==> src/rtl/xacc_pkg.sv <==
`timescale 1ns/1ps
package xacc_pkg;

   // direction of the access as carried on wr_i
   typedef enum logic {
      XACC_RD = 1'b0,
      XACC_WR = 1'b1
   } xacc_dir_e;

   // attributes captured when a request is taken
   typedef struct packed {
      logic      ext;
      xacc_dir_e dir;
   } xacc_attr_t;

   // longest access in machine cycles for a given stretch width
   function automatic int unsigned xacc_max_len(input int unsigned stretch_w,
                                                input int unsigned base_cycles,
                                                input int unsigned int_cycles);
      int unsigned ext_max;
      ext_max = base_cycles + (32'd1 << stretch_w) - 1;
      return (ext_max > int_cycles) ? ext_max : int_cycles;
   endfunction

endpackage

==> src/rtl/xacc_len_calc.sv <==
`timescale 1ns/1ps
module xacc_len_calc #(
   parameter int unsigned STRETCH_W   = 3,
   parameter int unsigned BASE_CYCLES = 2,
   parameter int unsigned INT_CYCLES  = 2,
   parameter int unsigned CNT_W       = 4
) (
   input  logic [STRETCH_W-1:0] stretch_i,
   input  logic                 int_sel_i,
   output logic [CNT_W-1:0]     len_o
);

   logic [CNT_W-1:0] ext_len;

   // external: base plus stretch, on-chip: fixed
   assign ext_len = CNT_W'(BASE_CYCLES) + CNT_W'(stretch_i);
   assign len_o   = int_sel_i ? CNT_W'(INT_CYCLES) : ext_len;

   initial begin
      assert (CNT_W >= 2) else $error("xacc_len_calc: CNT_W too small");
   end

endmodule

==> src/rtl/xacc_cycle_ctrl.sv <==
`timescale 1ns/1ps
module xacc_cycle_ctrl #(
   parameter int unsigned CNT_W = 4
) (
   input  logic             clk_i,
   input  logic             rst_ni,
   input  logic             tick_i,
   input  logic             start_i,
   input  logic [CNT_W-1:0] len_i,
   output logic             busy_o,
   output logic             done_o,
   output logic             first_o
);

   logic             busy_q;
   logic             done_q;
   logic [CNT_W-1:0] cnt_q;
   logic [CNT_W-1:0] len_q;
   logic             last_mc;

   assign last_mc = (cnt_q == len_q);

   always_ff @(posedge clk_i or negedge rst_ni) begin
      if (!rst_ni) begin
         busy_q <= 1'b0;
         done_q <= 1'b0;
         cnt_q  <= '0;
         len_q  <= '0;
      end else begin
         done_q <= 1'b0;
         if (start_i) begin
            busy_q <= 1'b1;
            cnt_q  <= CNT_W'(1);
            len_q  <= len_i;
         end else if (busy_q && tick_i) begin
            if (last_mc) begin
               busy_q <= 1'b0;
               done_q <= 1'b1;
            end else begin
               cnt_q <= cnt_q + CNT_W'(1);
            end
         end
      end
   end

   assign busy_o  = busy_q;
   assign done_o  = done_q;
   assign first_o = (cnt_q == CNT_W'(1));


   cnt_in_range_chk: assert property (@(posedge clk_i) disable iff (!rst_ni)
      busy_q |-> (cnt_q >= CNT_W'(1)) && (cnt_q <= len_q));


   len_hold_chk: assert property (@(posedge clk_i) disable iff (!rst_ni)
      busy_q |=> $stable(len_q));


   done_pulse_chk: assert property (@(posedge clk_i) disable iff (!rst_ni)
      done_q |=> !done_q);


   busy_fall_done_chk: assert property (@(posedge clk_i) disable iff (!rst_ni)
      $fell(busy_q) |-> done_q);

endmodule

==> src/rtl/xacc_strobe_dec.sv <==
`timescale 1ns/1ps
module xacc_strobe_dec
   import xacc_pkg::*;
#(
   parameter int unsigned N_DIR = 2
) (
   input  logic             busy_i,
   input  logic             first_i,
   input  xacc_attr_t       attr_i,
   output logic [N_DIR-1:0] stb_o
);

   // one strobe per direction, live after the first machine cycle
   for (genvar d = 0; d < N_DIR; d++) begin : g_stb
      assign stb_o[d] = busy_i && attr_i.ext && !first_i &&
                        (int'(attr_i.dir) == d);
   end

   initial begin
      assert (N_DIR == 2) else $error("xacc_strobe_dec: N_DIR must be 2");
   end

endmodule

==> src/rtl/xacc_seq.sv <==
`timescale 1ns/1ps
module xacc_seq
   import xacc_pkg::*;
#(
   parameter int unsigned STRETCH_W   = 3,
   parameter int unsigned BASE_CYCLES = 2,
   parameter int unsigned INT_CYCLES  = 2
) (
   input  logic                 clk_i,
   input  logic                 rst_ni,
   input  logic                 mc_tick_i,
   input  logic                 req_i,
   input  logic                 wr_i,
   input  logic                 int_sel_i,
   input  logic [STRETCH_W-1:0] stretch_i,
   output logic                 rd_stb_o,
   output logic                 wr_stb_o,
   output logic                 busy_o,
   output logic                 done_o
);

   localparam int unsigned MAX_LEN = xacc_max_len(STRETCH_W, BASE_CYCLES, INT_CYCLES);
   localparam int unsigned CNT_W   = $clog2(MAX_LEN + 1);

   logic             accept;
   logic [CNT_W-1:0] len_in;
   logic             first_mc;
   logic             busy;
   xacc_attr_t       attr_q;
   logic [1:0]       stb;

   initial begin
      assert (STRETCH_W >= 1 && STRETCH_W <= 8) else $error("xacc_seq: STRETCH_W out of range");
      assert (BASE_CYCLES >= 2) else $error("xacc_seq: BASE_CYCLES must leave a strobe cycle");
      assert (INT_CYCLES >= 1) else $error("xacc_seq: INT_CYCLES must be positive");
   end

   assign accept = req_i && mc_tick_i && !busy;

   xacc_len_calc #(
      .STRETCH_W   (STRETCH_W),
      .BASE_CYCLES (BASE_CYCLES),
      .INT_CYCLES  (INT_CYCLES),
      .CNT_W       (CNT_W)
   ) i_len (
      .stretch_i (stretch_i),
      .int_sel_i (int_sel_i),
      .len_o     (len_in)
   );

   xacc_cycle_ctrl #(
      .CNT_W (CNT_W)
   ) i_ctrl (
      .clk_i   (clk_i),
      .rst_ni  (rst_ni),
      .tick_i  (mc_tick_i),
      .start_i (accept),
      .len_i   (len_in),
      .busy_o  (busy),
      .done_o  (done_o),
      .first_o (first_mc)
   );

   always_ff @(posedge clk_i or negedge rst_ni) begin
      if (!rst_ni) begin
         attr_q <= '{ext: 1'b0, dir: XACC_RD};
      end else if (accept) begin
         attr_q <= '{ext: !int_sel_i, dir: xacc_dir_e'(wr_i)};
      end
   end

   xacc_strobe_dec #(
      .N_DIR (2)
   ) i_dec (
      .busy_i  (busy),
      .first_i (first_mc),
      .attr_i  (attr_q),
      .stb_o   (stb)
   );

   assign rd_stb_o = stb[XACC_RD];
   assign wr_stb_o = stb[XACC_WR];
   assign busy_o   = busy;


   idle_quiet_chk: assert property (@(posedge clk_i) disable iff (!rst_ni)
      !busy_o |-> !rd_stb_o && !wr_stb_o);


   strobe_rise_chk: assert property (@(posedge clk_i) disable iff (!rst_ni)
      ($rose(rd_stb_o) || $rose(wr_stb_o)) |-> $past(busy_o));


   strobe_fall_chk: assert property (@(posedge clk_i) disable iff (!rst_ni)
      ($fell(rd_stb_o) || $fell(wr_stb_o)) |-> $fell(busy_o));

endmodule

==> config.mk <==
export PLATFORM = sky130hd
export DESIGN_NAME = xacc_seq
export DESIGN_NICKNAME = d
export VERILOG_FILES = /design/src/rtl/xacc_pkg.sv /design/src/rtl/xacc_len_calc.sv /design/src/rtl/xacc_cycle_ctrl.sv /design/src/rtl/xacc_strobe_dec.sv /design/src/rtl/xacc_seq.sv
export SDC_FILE = /design/constraint.sdc
export NUM_CORES = 1
export LEC_CHECK = 0
export ABC_AREA = 0
export BUFFER_PORTS_ARGS = -buffer_cell sky130_fd_sc_hd__buf_2
export CORE_AREA = 5 5 42 44
export CTS_BUF_LIST = sky130_fd_sc_hd__clkbuf_2 sky130_fd_sc_hd__clkbuf_4 sky130_fd_sc_hd__clkbuf_8
export DETAILED_ROUTE_END_ITERATION = 16
export DIE_AREA = 0 0 47 49
export PLACE_DENSITY = 0.69
export SETUP_SLACK_MARGIN = 0.4
export SLEW_MARGIN = 40
export SYNTH_ARGS = -nofsm -noshare
export SYNTH_HDL_FRONTEND = slang
export SYNTH_SLANG_ARGS = --single-unit
==> constraint.sdc <==
create_clock -name clk_i -period 3 [get_ports clk_i]
set_input_delay 0.15 -clock clk_i [delete_from_list [all_inputs] [get_ports clk_i]]
set_output_delay 0.15 -clock clk_i [all_outputs]
set_load 0.02 [all_outputs]
==> summary.md, run 1 <==
| Metric | Value |
|---|---|
| Initial Util | `43.9%` |
| Longest Clk Path Bufs | `2` |
| Die W | `47 µm` |
| Clk root buf | `clkbuf_4` |
| Power per cell area | `916 nW/µm²` |
| Clock Skew | `0.00207 ns` |
| Clock sink count | `12` |
| Syn_nets | `72` |
| Total gr overflow | `0` |
| Async SR Flop Fraction | `100%` |
| Final Setup Violations | `0` |
| Die area | `2300 µm²` |
| Seq/Total Area, Yosys | `48.8%` |
| Vias in the first global route | `431` |
| Ant diodes | `0` |
| Status | `complete, no violations` |
| Top Ports | `13` |
| Max FO, Critical Path | `6` |
| Setup CP Type | `register to output port` |
| FF+latch count, synth | `12` |
| Number of library cell types mapped by synthesis | `20` |
| Peak Freq | `652 MHz` |
| Drt pass-1 iters | `4` |
| Mean post-synth cell area | `10.3 µm²` |
| P_leak | `0.360 nW` |
| Postcts setup bufs | `0` |
| TritonCTS buffer count | `3` |
| # fillers | `151` |
| Via density | `4.90` |
| Die Ht | `49 µm` |
| Endpoints failing hold | `0` |
| Nets | `89` |
| Setup_tns | `0 ns` |
| Tmin final | `1.53 ns` |
| Core Rows | `14` |
| H-tree levels | `1` |
| Crit-path slowest cell | `dfrtp_1` |
| Post-DP HPWL | `813 µm` |
| Resize count post-CTS | `0` |
| Largest stage delay on the critical path | `0.46 ns` |
| Final WL | `1.08 mm` |
| Top cells by area, synth | `dfrtp_1, nand2_1, mux2i_1` |
| Post-route DRC | `0` |
| Post-synth EDFFs | `0` |
| Worst-path clk slew | `0.07 ns` |
| Crit-path leading delay family | `flip-flops` |
| Startpoint class of the critical path | `register` |
| Worst hold path class | `input pin to register` |
| CTS tree | `built` |
| Worst setup EP type | `output port` |
| Hold WS | `0.0980 ns` |
| RSZ-0062 raised after global routing | `false` |
| Fin cells | `91` |
| Synth cell count leaders | `dfrtp_1, nand2_1, mux2i_1, o21ai_1, xnor2_1` |
| Cell with the most instances after synthesis | `dfrtp_1` |
| RePlAce Congestion | `0.738` |
| Final Slew Violations | `0` |
| Initial antenna violation count | `0` |
| Pin count of the biggest net entering global routing | `17` |
| Actual slew at the worst max-slew pin | `0.545 ns` |
| Total global-route track usage | `11.6%` |
| Max IR drop VDD | `0.352 mV` |
| Post-Syn Instances | `60` |
| Req. time, crit path | `2.85 ns` |
| Prevailing post-synth register cell | `dfrtp_1` |
| Leading area contributor after synthesis | `dfrtp_1` |
| Synthesis Warnings | `0` |
| Slew margin rel. | `63.6%` |
| Post-synth top area share | `48.8%` |
| Area Growth Syn to Fin | `17.5%` |
| WL/cell | `11.9 µm` |
| Via count | `446` |
| Core area | `1400 µm²` |
| Later-pin clock latency in the skew report | `0.27 ns` |
| Worst path cell trace | `ha_1 > a211oi_1 > buf_2` |
| Share of cells above drive strength 1 | `24.0%` |
| Arr. time, crit path | `1.38 ns` |
| 1st-iter DRT viols | `7` |
| First-pass GRT wire length | `1.89 mm` |
| Crit path buf inv count | `1` |
| Maxcap violations | `0` |
| Dpl cells | `87` |
| Post-synthesis cell area | `616 µm²` |
| Port bufs | `12` |
| Period utilization | `51.1%` |
| Post-route ant nets | `0` |
-- power by group --
group / internal (mW) / total, mW / switching [mW]
sequential: 0.230 / 0.302 / 0.0723
combinational: 0.125 / 0.264 / 0.139
clock: 0.0464 / 0.0957 / 0.0492
total: 0.402 / 0.662 / 0.261
-- worst reg2reg max path: stages (launching register included) --
cell and delay [ns]:
dfrtp_1 0.45, nand3b_1 0.50, mux2_2 0.42
-- logic make-up after synthesis --
family,Yosys count,share of synthesized area (%)
flops,12,48.8
buf+inv,4,2.64
simple gates,23,19.7
mux,5,8.33
compound gates,8,7.32
fa+ha+maj,3,6.10
xor+xnor,5,7.11
-- metal layers --
| layer | GRT usage (%) | part of all wire, % | vias up |
|---|---|---|---|
| met2 | 16.5 | 43 | 13 |
| met4 | 8.29 | 3.7 | 0 |
| met3 | 3.32 | 7.4 | 5 |
| li1 | - | - | 232 |
| met5 | 0 | 0 | - |
| met1 | 14.4 | 46 | 196 |
-- sequential cells by signal, summed over array words and instances, names as in the netlist --
register       cells
i_ctrl.busy_o      1
i_ctrl.len_q       4
attr_q             2
i_ctrl.cnt_q       4
i_ctrl.done_o      1
-- through the flow --
stage	setup WS, ns	util [%]	power [mW]	instance area [µm²]
finish	1.47	51.6	0.662	723
global route	1.35	51.6	0.724	723
global placement	1.54	49.3	0.566	691
floorplan	1.66	-	0.502	616
detailed placement	1.51	49.3	0.575	691
CTS	1.45	51.6	0.675	723
-- final cells by class --
class | count | area, µm² | share of cell area [%]
clock buffer | 3 | 22.5 | 3.11
tap | 16 | 20.0 | 2.77
sequential | 12 | 300 | 41.5
multi-input combinational | 44 | 299 | 41.3
timing repair buffer | 13 | 70.1 | 9.69
inverter | 3 | 11.3 | 1.56
-- what timing repair did --
item / 4_1_cts / 5_1_grt
hold buffers: 1 / 0
setup endpoints to repair: 0 / 0
hold endpoints to repair: 12 / 0
-- path summary, 6_finish.rpt --
check | end | cells past startpoint | startpoint | slack (ns)
max | rd_stb_o | 3 | i_ctrl.cnt_q[0] | 1.47
min | attr_q[1] | 2 | int_sel_i | 0.1
max reg2reg | attr_q[0] | 2 | i_ctrl.busy_o | 1.52
min reg2reg | i_ctrl.len_q[0] | 2 | i_ctrl.len_q[0] | 0.50
max in group asynchronous | i_ctrl.len_q[3] | 2 | rst_ni | 2.51
min in group asynchronous | i_ctrl.cnt_q[0] | 2 | rst_ni | 0.28
-- placed cells by master, fill, tap and decap left out --
| cell type | instances |
|---|---|
| dfrtp_1 | 12 |
| buf_2 | 12 |
| nand2_1 | 11 |
| xnor2_1 | 4 |
| mux2i_1 | 4 |
| o21ai_1 | 4 |
| inv_1 | 3 |
| nand2b_1 | 3 |
| ha_1 | 3 |
| clkbuf_4 | 3 |
| nor2_1 | 2 |
| a211oi_1 | 2 |
| nor2b_1 | 2 |
| o21ai_0 | 2 |
| nand4_2 | 1 |
| nand3b_1 | 1 |
| nand4_1 | 1 |
| nand3_2 | 1 |
| mux2_2 | 1 |
| nand3_1 | 1 |
| xor2_1 | 1 |
| dlygate4sd3_1 | 1 |
Note: power is estimated with default switching activity, not from simulation.
==> run 2, diff against run 1 <==
Clock period 3 ns to 1.5 ns, I/O delays scaled along.
==> summary.md, run 2 (same netlist as run 1, synthesis figures left out) <==
| Metric | Value |
|---|---|
| Status | `complete, no violations` |
| Multi-input gate area | `388 µm² (+30%)` |
| Longest Clk Path Bufs | `2 (unchanged)` |
| Post-route DRC | `0 (unchanged)` |
| Most frequent cells in the layout | `dfrtp_1, buf_2, buf_4` |
| Top Usage Layer GRT | `met2` |
| Total gr overflow | `0 (unchanged)` |
| Power per cell area | `2020 nW/µm² (+120%)` |
| Endpoints failing hold | `0 (unchanged)` |
| Later-pin clock latency in the skew report | `0.27 ns (about the same)` |
| Final instance area | `912 µm² (+26%)` |
| Storage cell area | `303 µm² (+0.83%)` |
| Final WL | `1.46 mm (+35%)` |
| Core Rows | `14 (unchanged)` |
| Arr. time, crit path | `1.26 ns (-0.12 ns)` |
| 1st-iter DRT viols | `2 (-5)` |
| P_leak | `0.431 nW (+20%)` |
| Via density | `5.13 (+4.6%)` |
| Final Total Pwr | `1.84 mW (+180%)` |
| Nets | `98 (+10%)` |
| Slew margin rel. | `81.5% (+18 points)` |
| Top Ports | `13 (unchanged)` |
| Die W | `47 µm (unchanged)` |
| Setup CP Type | `register to output port` |
| Clock Skew | `0.00656 ns (+0.00449 ns)` |
| Initial antenna violation count | `0 (unchanged)` |
| Post-DP HPWL | `861 µm (+5.9%)` |
| CTS tree | `built` |
| Pin count of the biggest net entering global routing | `13 (-4)` |
| Maxcap violations | `0 (unchanged)` |
| Met2 global-route usage | `24.4% (+7.9 points)` |
| Vias in the first global route | `550 (+28%)` |
| Met1 Use GR | `16.9% (+2.5 points)` |
| WL/cell | `14.5 µm (+22%)` |
| Peak Freq | `748 MHz` |
| Period utilization | `89.1%` |
| Worst path cell trace | `ha_4 > a211oi_2 > buf_4` |
| Min-Delay Path Depth | `2 (unchanged)` |
| H-tree levels | `1 (unchanged)` |
| Ant diodes | `0 (unchanged)` |
| # fillers | `115 (-24%)` |
| Core area | `1400 µm² (unchanged)` |
| Port bufs | `12 (unchanged)` |
| Commonest non-fill, non-tap cell in the layout | `dfrtp_1` |
| Worst hold path class | `input pin to register` |
| Total global-route track usage | `15.1% (+3.5 points)` |
| Reg2reg path depth | `5 (+3)` |
| Startpoint class of the critical path | `register` |
| Final Setup Violations | `0 (unchanged)` |
| Worst setup EP type | `output port` |
| Tmin final | `1.34 ns` |
| Post-DP Area | `699 µm² (+1.3%)` |
| Final Slew Violations | `0 (unchanged)` |
| Share of cells above drive strength 1 | `51.8% (+28 points)` |
| Clk root buf | `clkbuf_4` |
| Via count | `518 (+16%)` |
| Max FO, Critical Path | `2 (-4)` |
| Area Growth Syn to Fin | `48.2%` |
| Initial Util | `43.9% (unchanged)` |
| Actual slew at the worst max-slew pin | `0.278 ns (-0.267 ns)` |
| Drt pass-1 iters | `2 (-2)` |
| Post-route ant nets | `0 (unchanged)` |
| Max IR drop VDD | `0.931 mV (+160%)` |
| Grt met3 use | `3.32% (unchanged)` |
| Crit-path slowest cell | `dfrtp_2` |
| RSZ-0062 raised after global routing | `true` |
| TritonCTS buffer count | `3 (unchanged)` |
| Req. time, crit path | `1.42 ns (-1.43 ns)` |
| Hold WS | `0.0159 ns (-0.0821 ns)` |
| Die area | `2300 µm² (unchanged)` |
| Largest stage delay on the critical path | `0.43 ns (-0.03 ns)` |
| Die Ht | `49 µm (unchanged)` |
| Worst-path clk slew | `0.07 ns (about the same)` |
| Largest regs | `i_ctrl.cnt_q x4, i_ctrl.len_q x4, attr_q x2` |
| First-pass GRT wire length | `2.48 mm (+31%)` |
| Clock sink count | `12 (unchanged)` |
| RePlAce Congestion | `0.733 (-0.80%)` |
| Setup_tns | `0 ns (unchanged)` |
run 2: per-stage QoR:
step | std cells | setup WS, ns | util, %
6_report | 101 | 0.164 | 65.1
5_1_grt | 101 | 0.120 | 65.1
4_1_cts | 101 | 0.145 | 62.1
3_5_place_dp | 88 | 0.183 | 49.9
3_3_place_gp | 88 | 0.226 | 49.9
2_1_floorplan | 60 | 0.239 | -
run 2: critical path, delay by kind of cell, from the launching register on:
kind / cells / cell delay (ns)
adders and majority gates: 1 / 0.17
AOI/OAI and AO/OA: 1 / 0.20
buffers and inverters: 1 / 0.19
DFF: 1 / 0.43
run 2: timing repair:
action                     CTS  global route
hold buffers                 1             0
setup endpoints to repair   13            15
setup buffers                7             0
pin swaps                    5             3
resized for setup           18            10
cloned                       1             0
hold endpoints to repair    12             0
run 2: worst paths after layout:
| kind | from | endpoint | slack [ns] |
|---|---|---|---|
| min in group asynchronous | rst_ni | i_ctrl.cnt_q[3] | 0.20 |
| max | i_ctrl.cnt_q[0] | wr_stb_o | 0.16 |
| max reg2reg | i_ctrl.cnt_q[0] | i_ctrl.cnt_q[0] | 0.17 |
| min | int_sel_i | attr_q[1] | 0.02 |
| min reg2reg | i_ctrl.len_q[3] | i_ctrl.len_q[3] | 0.53 |
| max in group asynchronous | rst_ni | i_ctrl.busy_o | 1.06 |
run 2: layer usage:
metal | wire length [µm] | up-vias
li1 | - | 252
met1 | 545 | 244
met2 | 798 | 16
met3 | 69 | 6
met4 | 46 | 0
met5 | 0 | -
run 2: final cells by class:
type	count	share of cell area (%)
Tap cell	16	2.19
Timing Repair Buffer	22	17.6
Inverter	3	1.23
Multi-Input combinational cell	44	42.5
Sequential cell	12	33.2
Clock buffer	4	3.29
run 2: power breakdown:
| group | leakage, nW | total (mW) | internal [mW] | switching [mW] |
|---|---|---|---|---|
| registers | 0.149 | 0.616 | 0.466 | 0.150 |
| logic | 0.264 | 1.00 | 0.518 | 0.483 |
| clock network | 0.0184 | 0.223 | 0.121 | 0.102 |
| total | 0.431 | 1.84 | 1.10 | 0.735 |
